### src/rtl/evtmr_pkg.sv
package evtmr_pkg;
  localparam int unsigned ADDR_W = 5;

  localparam logic [ADDR_W-1:0] OFS_LOAD0 = 5'h00;
  localparam logic [ADDR_W-1:0] OFS_CTRL  = 5'h10;
  localparam logic [ADDR_W-1:0] OFS_STAT  = 5'h18;

  localparam int unsigned WORD_BYTES = 4;

  // control word layout: bit 0 run, bit 1 oneshot, bit 2 unmask
  typedef struct packed {
    logic unmask;
    logic oneshot;
    logic run;
  } ctl_t;

  localparam int unsigned CTL_W = $bits(ctl_t);
endpackage

### src/rtl/evtmr_regs.sv
module evtmr_regs
  import evtmr_pkg::*;
#(
  parameter int unsigned DW = 32,
  parameter int unsigned NW = 2,
  localparam int unsigned CW = DW * NW
) (
  input  logic              clk,
  input  logic              rst_n,
  input  logic              wr_en,
  input  logic [ADDR_W-1:0] addr,
  input  logic [DW-1:0]     wdata,
  input  logic              pend,
  output logic [DW-1:0]     rdata,
  output logic [CW-1:0]     reload,
  output ctl_t              ctl,
  output logic              arm,
  output logic              clr
);

  // reload words, one register per word
  for (genvar k = 0; k < NW; k++) begin : g_ld
    logic          sel;
    logic [DW-1:0] word_q;
    logic [DW-1:0] word_d;

    assign sel = wr_en && (addr == OFS_LOAD0 + ADDR_W'(WORD_BYTES * k));

    always_comb begin
      word_d = word_q;
      if (sel) word_d = wdata;
    end

    always_ff @(posedge clk or negedge rst_n) begin
      if (!rst_n) word_q <= '0;
      else        word_q <= word_d;
    end

    assign reload[k*DW +: DW] = word_q;
  end

  // control word
  logic ctl_wr;
  ctl_t ctl_q;
  ctl_t ctl_d;

  assign ctl_wr = wr_en && (addr == OFS_CTRL);

  always_comb begin
    ctl_d = ctl_q;
    if (ctl_wr) ctl_d = ctl_t'(wdata[CTL_W-1:0]);
  end

  always_ff @(posedge clk or negedge rst_n) begin
    if (!rst_n) ctl_q <= '0;
    else        ctl_q <= ctl_d;
  end

  assign ctl = ctl_q;
  assign arm = ctl_wr && wdata[0] && !ctl_q.run;
  assign clr = wr_en && (addr == OFS_STAT) && wdata[0];

  // read mux
  always_comb begin
    rdata = '0;
    for (int k = 0; k < NW; k++) begin
      if (addr == OFS_LOAD0 + ADDR_W'(WORD_BYTES * k)) rdata = reload[k*DW +: DW];
    end
    if (addr == OFS_CTRL) rdata[CTL_W-1:0] = ctl_q;
    if (addr == OFS_STAT) rdata[0] = pend;
  end

  // control word changes only through its own write
  p_ctl_hold_r2: assert property (@(posedge clk) disable iff (!rst_n)
    !ctl_wr |=> $stable(ctl_q));

  // an arming write leaves the timer running
  p_arm_runs_r3: assert property (@(posedge clk) disable iff (!rst_n)
    arm |=> ctl_q.run);

endmodule

### src/rtl/evtmr_count.sv
module evtmr_count #(
  parameter int unsigned CW = 64
) (
  input  logic          clk,
  input  logic          rst_n,
  input  logic          run,
  input  logic          oneshot,
  input  logic          arm,
  input  logic [CW-1:0] reload,
  output logic          expire
);

  logic [CW-1:0] cnt_q;
  logic [CW-1:0] cnt_d;
  logic          done_q;
  logic          done_d;

  always_comb begin
    cnt_d  = cnt_q;
    done_d = done_q;
    expire = 1'b0;
    if (arm) begin
      cnt_d  = reload;
      done_d = 1'b0;
    end else if (run && !done_q) begin
      if (cnt_q == '0) begin
        expire = 1'b1;
        if (oneshot) done_d = 1'b1;
        else         cnt_d  = reload;
      end else begin
        cnt_d = cnt_q - CW'(1);
      end
    end
  end

  always_ff @(posedge clk or negedge rst_n) begin
    if (!rst_n) begin
      cnt_q  <= '0;
      done_q <= 1'b0;
    end else begin
      cnt_q  <= cnt_d;
      done_q <= done_d;
    end
  end

  // arming loads the whole reload value
  p_load_on_arm_r3: assert property (@(posedge clk) disable iff (!rst_n)
    arm |=> (cnt_q == $past(reload)));

  // repeating mode reloads on the expiry cycle
  p_reload_r4: assert property (@(posedge clk) disable iff (!rst_n)
    (expire && !oneshot) |=> (cnt_q == $past(reload)));

  // single-shot expiry parks the counter at zero
  p_halt_r5: assert property (@(posedge clk) disable iff (!rst_n)
    (expire && oneshot) |=> (done_q && cnt_q == '0));

  // a stopped counter keeps its value
  p_freeze_r9: assert property (@(posedge clk) disable iff (!rst_n)
    (!run && !arm) |=> $stable(cnt_q));

endmodule

### src/rtl/evtmr_irq.sv
module evtmr_irq (
  input  logic clk,
  input  logic rst_n,
  input  logic expire,
  input  logic clr,
  input  logic unmask,
  output logic pend,
  output logic irq
);

  logic pend_q;
  logic pend_d;

  always_comb begin
    pend_d = pend_q;
    if (clr)    pend_d = 1'b0;
    if (expire) pend_d = 1'b1;
  end

  always_ff @(posedge clk or negedge rst_n) begin
    if (!rst_n) pend_q <= 1'b0;
    else        pend_q <= pend_d;
  end

  assign pend = pend_q;
  assign irq  = pend_q & unmask;

  // every expiry leaves the flag set
  p_set_on_expire_r6: assert property (@(posedge clk) disable iff (!rst_n)
    expire |=> pend_q);

  // a clear without a colliding expiry drops the flag
  p_clear_r8: assert property (@(posedge clk) disable iff (!rst_n)
    (clr && !expire) |=> !pend_q);

  // the flag is sticky without a clear
  p_sticky_r8: assert property (@(posedge clk) disable iff (!rst_n)
    (pend_q && !clr) |=> pend_q);

endmodule

### src/rtl/evtmr_top.sv
module evtmr_top
  import evtmr_pkg::*;
#(
  parameter int unsigned DW = 32,
  parameter int unsigned NW = 2,
  localparam int unsigned CW = DW * NW
) (
  input  logic              clk,
  input  logic              rst_n,
  input  logic              wr_en,
  input  logic [ADDR_W-1:0] addr,
  input  logic [DW-1:0]     wdata,
  output logic [DW-1:0]     rdata,
  output logic              irq
);

  // reset: asserted at once, released on the clock
  logic [1:0] rst_sync_q;
  logic       rst_int_n;

  always_ff @(posedge clk or negedge rst_n) begin
    if (!rst_n) rst_sync_q <= '0;
    else        rst_sync_q <= {rst_sync_q[0], 1'b1};
  end

  assign rst_int_n = rst_sync_q[1];

  logic [CW-1:0] reload;
  ctl_t          ctl;
  logic          arm;
  logic          clr;
  logic          expire;
  logic          pend;

  evtmr_regs #(.DW(DW), .NW(NW)) u_regs (
    .clk    (clk),
    .rst_n  (rst_int_n),
    .wr_en  (wr_en),
    .addr   (addr),
    .wdata  (wdata),
    .pend   (pend),
    .rdata  (rdata),
    .reload (reload),
    .ctl    (ctl),
    .arm    (arm),
    .clr    (clr)
  );

  evtmr_count #(.CW(CW)) u_count (
    .clk     (clk),
    .rst_n   (rst_int_n),
    .run     (ctl.run),
    .oneshot (ctl.oneshot),
    .arm     (arm),
    .reload  (reload),
    .expire  (expire)
  );

  evtmr_irq u_irq (
    .clk    (clk),
    .rst_n  (rst_int_n),
    .expire (expire),
    .clr    (clr),
    .unmask (ctl.unmask),
    .pend   (pend),
    .irq    (irq)
  );

  // the line never rises while masked
  p_irq_masked_r7: assert property (@(posedge clk) disable iff (!rst_int_n)
    irq |-> ctl.unmask);

  // a pending, unmasked event always reaches the line
  p_irq_shown_r7: assert property (@(posedge clk) disable iff (!rst_int_n)
    (pend && ctl.unmask) |-> irq);

endmodule

### config.mk
export PLATFORM = sky130hd
export DESIGN_NAME = evtmr_top
export DESIGN_NICKNAME = d
export VERILOG_FILES = /design/src/rtl/evtmr_pkg.sv /design/src/rtl/evtmr_regs.sv /design/src/rtl/evtmr_count.sv /design/src/rtl/evtmr_irq.sv /design/src/rtl/evtmr_top.sv
export SDC_FILE = /design/constraint.sdc
export NUM_CORES = 1
export LEC_CHECK = 0
export CORE_MARGIN = 3
export CORE_UTILIZATION = 58
export CTS_CLUSTER_SIZE = 28
export DETAILED_ROUTE_END_ITERATION = 6
export GPL_TIMING_DRIVEN = 0
export PLACE_DENSITY_LB_ADDON = 0.12
export SYNTH_ARGS = -nofsm -noshare
export SYNTH_HDL_FRONTEND = slang
export SYNTH_SLANG_ARGS = --single-unit
export TNS_END_PERCENT = 50
### constraint.sdc
create_clock -name clk -period 4.95 [get_ports clk]
set_clock_uncertainty 0.15 [all_clocks]
set_input_delay 0.7425 -clock clk [delete_from_list [all_inputs] [get_ports clk]]
set_output_delay 0.7425 -clock clk [all_outputs]
set_load 0.01 [all_outputs]
==> results.md, run 1 <==
- Core area: 0.0128 mm2
- Pwr Total: 3.46 mW
- Maxcap violations: 0
- Worst-Skew Late Latency: 0.43 ns
- Placed wire-length estimate: 18.9 mm
- # clock sinks: 135
- Top cells by count, synth: dfrtp_1 (135), mux2_2 (78), nor2_1 (71)
- Post-CTS Setup Inserts: 0
- Post-Syn Instances: 766
- GRT Total Usage: 37.6%
- H-tree depth: 4
- Cts bufs inserted: 17
- Max Buffers Root-to-Sink: 2
- Layout cells sized above 1: 16.2%
- Via/cell ratio: 6.95
- Kind of end point of the critical path: flop
- Worst slew pin tran: 1.44 ns
- Antenna-violating nets left: 0
- Cts repair resizes: 0
- Die area: 0.0146 mm2
- Final Setup Violations: 0
- Clk pin slew, worst setup/hold paths: 0.06 ns
- Predominant post-synthesis flop cell: dfrtp_1
- ANT cells: 0
- Peak supply drop: 0.302 mV
- Netlist cell types: 69
- Worst r2r dst: u_count.cnt_q[42]$_DFFE_PN0P_
- Cts hold-fix bufs: 0
- Min Hold Slack: 0.230 ns
- Post-route cell area: 0.00928 mm2
- GR Overflow Total: 0
- Most frequent cell after synthesis: dfrtp_1
- Tcrit/Tclk final: 92.8%
- Chip Width: 121 um
- Root Buffer: clkbuf_16
- Final core utilization: 72.7%
- Setup CP Type: flop to flop
- Status: finished, violations left
- Die Ht: 121 um
- R2R Setup Slk: 0.35 ns
- Critical Path Start Type: flop
- Synthesized Nets: 808
- Pre-CTS setup slack: 0.0556 ns
- Area grow syn2layout: 21.0%
- RSZ-0062 raised after global routing: no
- Final Wtd Congestion: 0.964
- Port Buffers: 71
- Post-layout nets: 899
- Io pins: 73
- Failing checks: design-rule violations
- Syn. warnings: 0
- Min-delay worst type: flop to flop
- First-pass GRT wire length: 41.2 mm
- EDFF count, synth: 0
- #FFs+latches synth: 135
- Hold Fails Final Rpt: 0
- Pwr Density: 373 mW/mm2
- Reg-to-Reg Start: u_count.cnt_q[44]$_DFFE_PN0P_
- DR iter-0 viols: 938
- Vias in the first global route: 7292
- Worst path required time: 5.07 ns
- Initial antenna violation count: 0
- DR vias: 7246
- Worst setup path endpoint: u_count.cnt_q[42]$_DFFE_PN0P_
- FF-to-FF path depth: 10
- Post-layout min period: 4.60 ns
- Crit path launch: u_count.cnt_q[44]$_DFFE_PN0P_
- Largest cells by area after synthesis: dfrtp_1 (44%), mux2_2 (11%), mux2i_1 (6.4%)
- Post-DP Area: 0.00863 mm2
- DRT Pass-1 Iters: 7
- Crit path DAT: 4.72 ns
- Relative slew margins: 4.15%
- CTS tree: built
- Initial core utilization: 60.1%
- Cell row count: 41
- Async S/R FF share, synth: 100%
- Slew Viols, Final: 0
- Synth Cell Area: 0.00767 mm2
- Area leader, netlist: dfrtp_1
- Fmax: 218 MHz
- Routed WL: 26.9 mm
- Yosys top cell area share: 44.0%
- Drt drc: 1
- Routed len/inst: 25.9 um
- Avg Cell Area, Syn: 10.0 um2
- Worst setup margin: 0.354 ns
- Pin count of the biggest net entering global routing: 72
- Leakage: 3.80 nW
- Sequential area share after synthesis: 44.0%
- Crit-path max FO: 10
[report_power, final]
part	leakage (nW)	internal, mW	switching [mW]
Clock	0.318	0.896	0.514
Combinational	1.80	0.264	0.327
Sequential	1.68	1.26	0.197
[cell type report]
| class | count | area, um2 |
|---|---|---|
| tap | 172 | 215 |
| timing repair buffer | 72 | 738 |
| buffer | 49 | 224 |
| clock buffer | 17 | 425 |
| inverter | 17 | 63.8 |
| multi-input combinational | 565 | 4010 |
| clock inverter | 15 | 225 |
| fill | 912 | 3490 |
| sequential | 135 | 3380 |
[critical path: stages, from the launching register on]
cell,delay [ns]
dfrtp_1,0.32
clkbuf_1,0.33
nor4_1,0.22
and3_1,0.26
and4_1,0.19
clkbuf_1,0.19
a21oi_1,1.12
clkbuf_1,0.70
clkbuf_1,0.62
a21oi_1,0.17
a2bb2oi_1,0.17
[registers in the layout (all words and copies together), names as in the netlist]
name	cells
u_regs.ctl	3
u_count.done_q	1
u_irq.pend	1
u_count.cnt_q	64
rst_sync_q	2
u_regs.g_ld.word_q	64
[cells in the final DEF (no fill, tap or decap), types with 16 or more instances in the layout]
cell and n:
nor2_1 71, a21oi_1 26, or4_1 16, nand2_1 45, clkdlybuf4s50_1 71, nor3_1 28
o21ai_0 36, mux2i_1 49, clkbuf_16 17, clkbuf_1 25, inv_1 17, nand3_1 19
dfrtp_1 134, mux2_2 78, nor4_1 32
[stage by stage]
step,TNS [ns],cells
3_5_place_dp,0,1010
4_1_cts,0,1042
6_report,0,1042
3_3_place_gp,-80.59,1009
2_1_floorplan,0,766
5_1_grt,0,1042
[layer usage]
layer,wire length [um],share of wire [%],track usage [%],vias up
met1,10200,38,48.1,3499
met2,12600,47,60.1,522
met3,2890,11,9.98,125
li1,-,-,-,3100
met4,1190,4.4,16.7,0
met5,0,0,0,-
[cell families (layout without fill, tap and decap cells)]
family	count (synthesis)	count (layout)	synth area share, %
mux	127	127	17.8
simple gates	274	274	19.2
other cells	1	1	0.0489
compound gates	161	161	14.8
fa+ha+maj	2	2	0.326
buf+inv	66	170	3.75
flops	135	135	44.0
[how the worst min path moves through the flow]
stage                            startpoint                      end  depth (start not counted)
floorplan           rst_sync_q[0]$_DFF_PN0_  rst_sync_q[1]$_DFF_PN0_                          0
global placement    rst_sync_q[0]$_DFF_PN0_  rst_sync_q[1]$_DFF_PN0_                          0
detailed placement  rst_sync_q[0]$_DFF_PN0_  rst_sync_q[1]$_DFF_PN0_                          0
CTS                 rst_sync_q[0]$_DFF_PN0_  rst_sync_q[1]$_DFF_PN0_                          0
global route        rst_sync_q[0]$_DFF_PN0_  rst_sync_q[1]$_DFF_PN0_                          0
finish              rst_sync_q[0]$_DFF_PN0_  rst_sync_q[1]$_DFF_PN0_                          0
Note: power is estimated with default switching activity, not from simulation.
==> inputs of run 2 (changes only) <==
Settings changed: CELL_PAD_IN_SITES_DETAIL_PLACEMENT from default to 0, CELL_PAD_IN_SITES_GLOBAL_PLACEMENT from default to 1, CORE_UTILIZATION 58 to 45, CTS_CLUSTER_SIZE 28 to 10, GPL_ROUTABILITY_DRIVEN from default to 0.
==> run 2 against run 1 <==
Compared with the run above: global-route usage is 9.0 points lower; the run now ends clean; worst setup slack better by 0.12 ns; cell count rose by 4.7%; combinational power hardly changed; utilization decreased by 16 points; sequential power is essentially flat; largest power group unchanged; via count shrank 3.1%; maximum frequency up 2.6%; worst hold slack worse by 0.083 ns; sequential share of layout area fell by 0.35 points; register-to-register slack improved by 0.22 ns.
==> results.md, run 2 (synthesized netlist as in run 1, its figures left out) <==
- Status: complete, no violations (was finished, violations left)
- Pre-CTS setup slack: 0.121 ns (was 0.0556 ns)
- Post-CTS Setup Inserts: 0 (unchanged)
- H-tree depth: 4 (unchanged)
- DR vias: 7024 (was 7246)
- Initial core utilization: 46.1% (was 60.1%)
- GRT Total Usage: 28.6% (was 37.6%)
- CP max stage cell: nor4_1 (was a21oi_1)
- Setup CP Type: input pin to flop (was flop to flop)
- Core area: 0.0166 mm2 (was 0.0128 mm2)
- FF-to-FF path depth: 10 (unchanged)
- Maxcap violations: 0 (unchanged)
- Antenna-violating nets left: 0 (unchanged)
- Slowest stage delay, CP: 0.81 ns (was 1.12 ns)
- Die Ht: 137 um (was 121 um)
- Worst setup margin: 0.472 ns (was 0.354 ns)
- Cell row count: 47 (was 41)
- Cts bufs inserted: 17 (unchanged)
- Cts hold-fix bufs: 0 (unchanged)
- Clk pin slew, worst setup/hold paths: 0.06 ns (about the same)
- ANT cells: 0 (unchanged)
- Die area: 0.0187 mm2 (was 0.0146 mm2)
- RSZ-0062 raised after global routing: no (unchanged)
- Crit path launch: addr[1] (was u_count.cnt_q[44]$_DFFE_PN0P_)
- Post-layout nets: 900 (was 899)
- Commonest non-fill, non-tap cell in the layout: dfrtp_1 (unchanged)
- GR Overflow Total: 0 (unchanged)
- Critical Path Start Type: input pin (was flop)
- Via/cell ratio: 6.44 (was 6.95)
- Max Buffers Root-to-Sink: 2 (unchanged)
- Cts repair resizes: 0 (unchanged)
- Tcrit/Tclk final: 90.5% (was 92.8%)
- DR iter-0 viols: 712 (was 938)
- Worst setup path endpoint: u_count.cnt_q[1]$_DFFE_PN0P_ (was u_count.cnt_q[42]$_DFFE_PN0P_)
- Pwr Density: 369 mW/mm2 (was 373 mW/mm2)
- Area grow syn2layout: 22.1% (was 21.0%)
- Fmax: 223 MHz (was 218 MHz)
- Most frequent cells in the layout: dfrtp_1 (134), mux2_2 (78), nor2_1 (71), clkdlybuf4s50_1 (71), mux2i_1 (49) (unchanged)
- Min-delay worst type: flop to async pin (was flop to flop)
- Pwr Total: 3.46 mW (about the same)
- Drt drc: 0 (was 1)
- Kind of end point of the critical path: flop (unchanged)
- Chip Width: 137 um (was 121 um)
- Post-layout min period: 4.48 ns (was 4.60 ns)
- R2R Setup Slk: 0.57 ns (was 0.35 ns)
- CTS tree: built (unchanged)
- Critical path's most frequent cell: clkbuf_1 (unchanged)
- Hold Fails Final Rpt: 0 (unchanged)
- Worst slew pin tran: 1.37 ns (was 1.44 ns)
- Crit path DAT: 4.60 ns (was 4.72 ns)
- Peak supply drop: 0.255 mV (was 0.302 mV)
- Slew Viols, Final: 0 (unchanged)
- First-pass GRT wire length: 40.1 mm (was 41.2 mm)
- Worst path cell trace: clkdlybuf4s50_1, or4b_2, nor4_1, a21oi_1, clkbuf_1, clkbuf_1, o221ai_1, o21ai_0 (was clkbuf_1, nor4_1, and3_1, and4_1, clkbuf_1, a21oi_1, clkbuf_1, clkbuf_1, a21oi_1, a2bb2oi_1)
- Crit-path max FO: 10 (unchanged)
- Pin count of the biggest net entering global routing: 51 (was 72)
- Worst r2r dst: u_count.cnt_q[42]$_DFFE_PN0P_ (unchanged)
- Relative slew margins: 8.85% (was 4.15%)
- Vias in the first global route: 6960 (was 7292)
- Leakage: 3.81 nW (was 3.80 nW)
- Root Buffer: clkbuf_16 (unchanged)
- Worst-Skew Late Latency: 0.43 ns (about the same)
- Port Buffers: 71 (unchanged)
- Io pins: 73 (unchanged)
- Routed WL: 25.9 mm (was 26.9 mm)
- Layout cells sized above 1: 16.2% (about the same)
- Worst path required time: 5.08 ns (was 5.07 ns)
- # clock sinks: 135 (unchanged)
- DRT Pass-1 Iters: 7 (unchanged)
- Placed wire-length estimate: 18.8 mm (was 18.9 mm)
- Routed len/inst: 23.7 um (was 25.9 um)
- Reg-to-Reg Start: u_count.cnt_q[44]$_DFFE_PN0P_ (unchanged)
- Initial antenna violation count: 0 (unchanged)
- Final Setup Violations: 0 (unchanged)
run 2: how the worst min path moves through the flow:
| stage | end | slack (ns) | cells after the start |
|---|---|---|---|
| after CTS | u_regs.g_ld[1].word_q[8]$_DFFE_PN0P_ | 0.17 | 0 |
| final | u_regs.g_ld[1].word_q[8]$_DFFE_PN0P_ | 0.15 | 0 |
| after floorplan | rst_sync_q[1]$_DFF_PN0_ | 0.18 | 0 |
| after global routing | u_regs.g_ld[1].word_q[8]$_DFFE_PN0P_ | 0.20 | 0 |
| after global placement | rst_sync_q[1]$_DFF_PN0_ | 0.19 | 0 |
| after detailed placement | u_regs.g_ld[1].word_q[8]$_DFFE_PN0P_ | 0.16 | 0 |
run 2: per-stage QoR:
stage	utilization (%)	cell area, um2	hold WS, ns	instances	TNS [ns]
final	56.3	9370	0.147	1091	0
after global routing	56.3	9370	0.196	1091	0
after CTS	56.3	9370	0.170	1091	0
after detailed placement	52.4	8720	0.162	1059	0
after global placement	52.0	8660	0.187	1057	-110.36
after floorplan	-	7670	0.181	766	0
run 2: final cells by class:
class                           instances  area (um2)
Multi-Input combinational cell        565        4010
Inverter                               17        63.8
Clock buffer                           18         429
Tap cell                              220         275
Fill cell                            1473        7270
Sequential cell                       135        3380
Clock inverter                         14         223
Timing Repair Buffer                   73         766
Buffer                                 49         224
run 2: critical path: cells and delay by family:
| kind | cells | cell delay, ns |
|---|---|---|
| AND/OR/NAND/NOR | 2 | 1.56 |
| buffers and inverters | 3 | 1.32 |
| AO/OA/AOI/OAI | 3 | 0.97 |
run 2: power breakdown:
| part | leakage, nW | internal, mW | switching (mW) |
|---|---|---|---|
| combinational | 1.81 | 0.266 | 0.324 |
| sequential | 1.68 | 1.26 | 0.183 |
| clock | 0.311 | 0.899 | 0.519 |
run 2: routing by layer:
layer | vias up | track usage (%) | wire length (um)
met5 | - | 0 | 0
met4 | 0 | 11.6 | 771
met3 | 56 | 5.59 | 2020
met2 | 348 | 45.3 | 12100
met1 | 3527 | 38.7 | 11000
li1 | 3093 | - | -
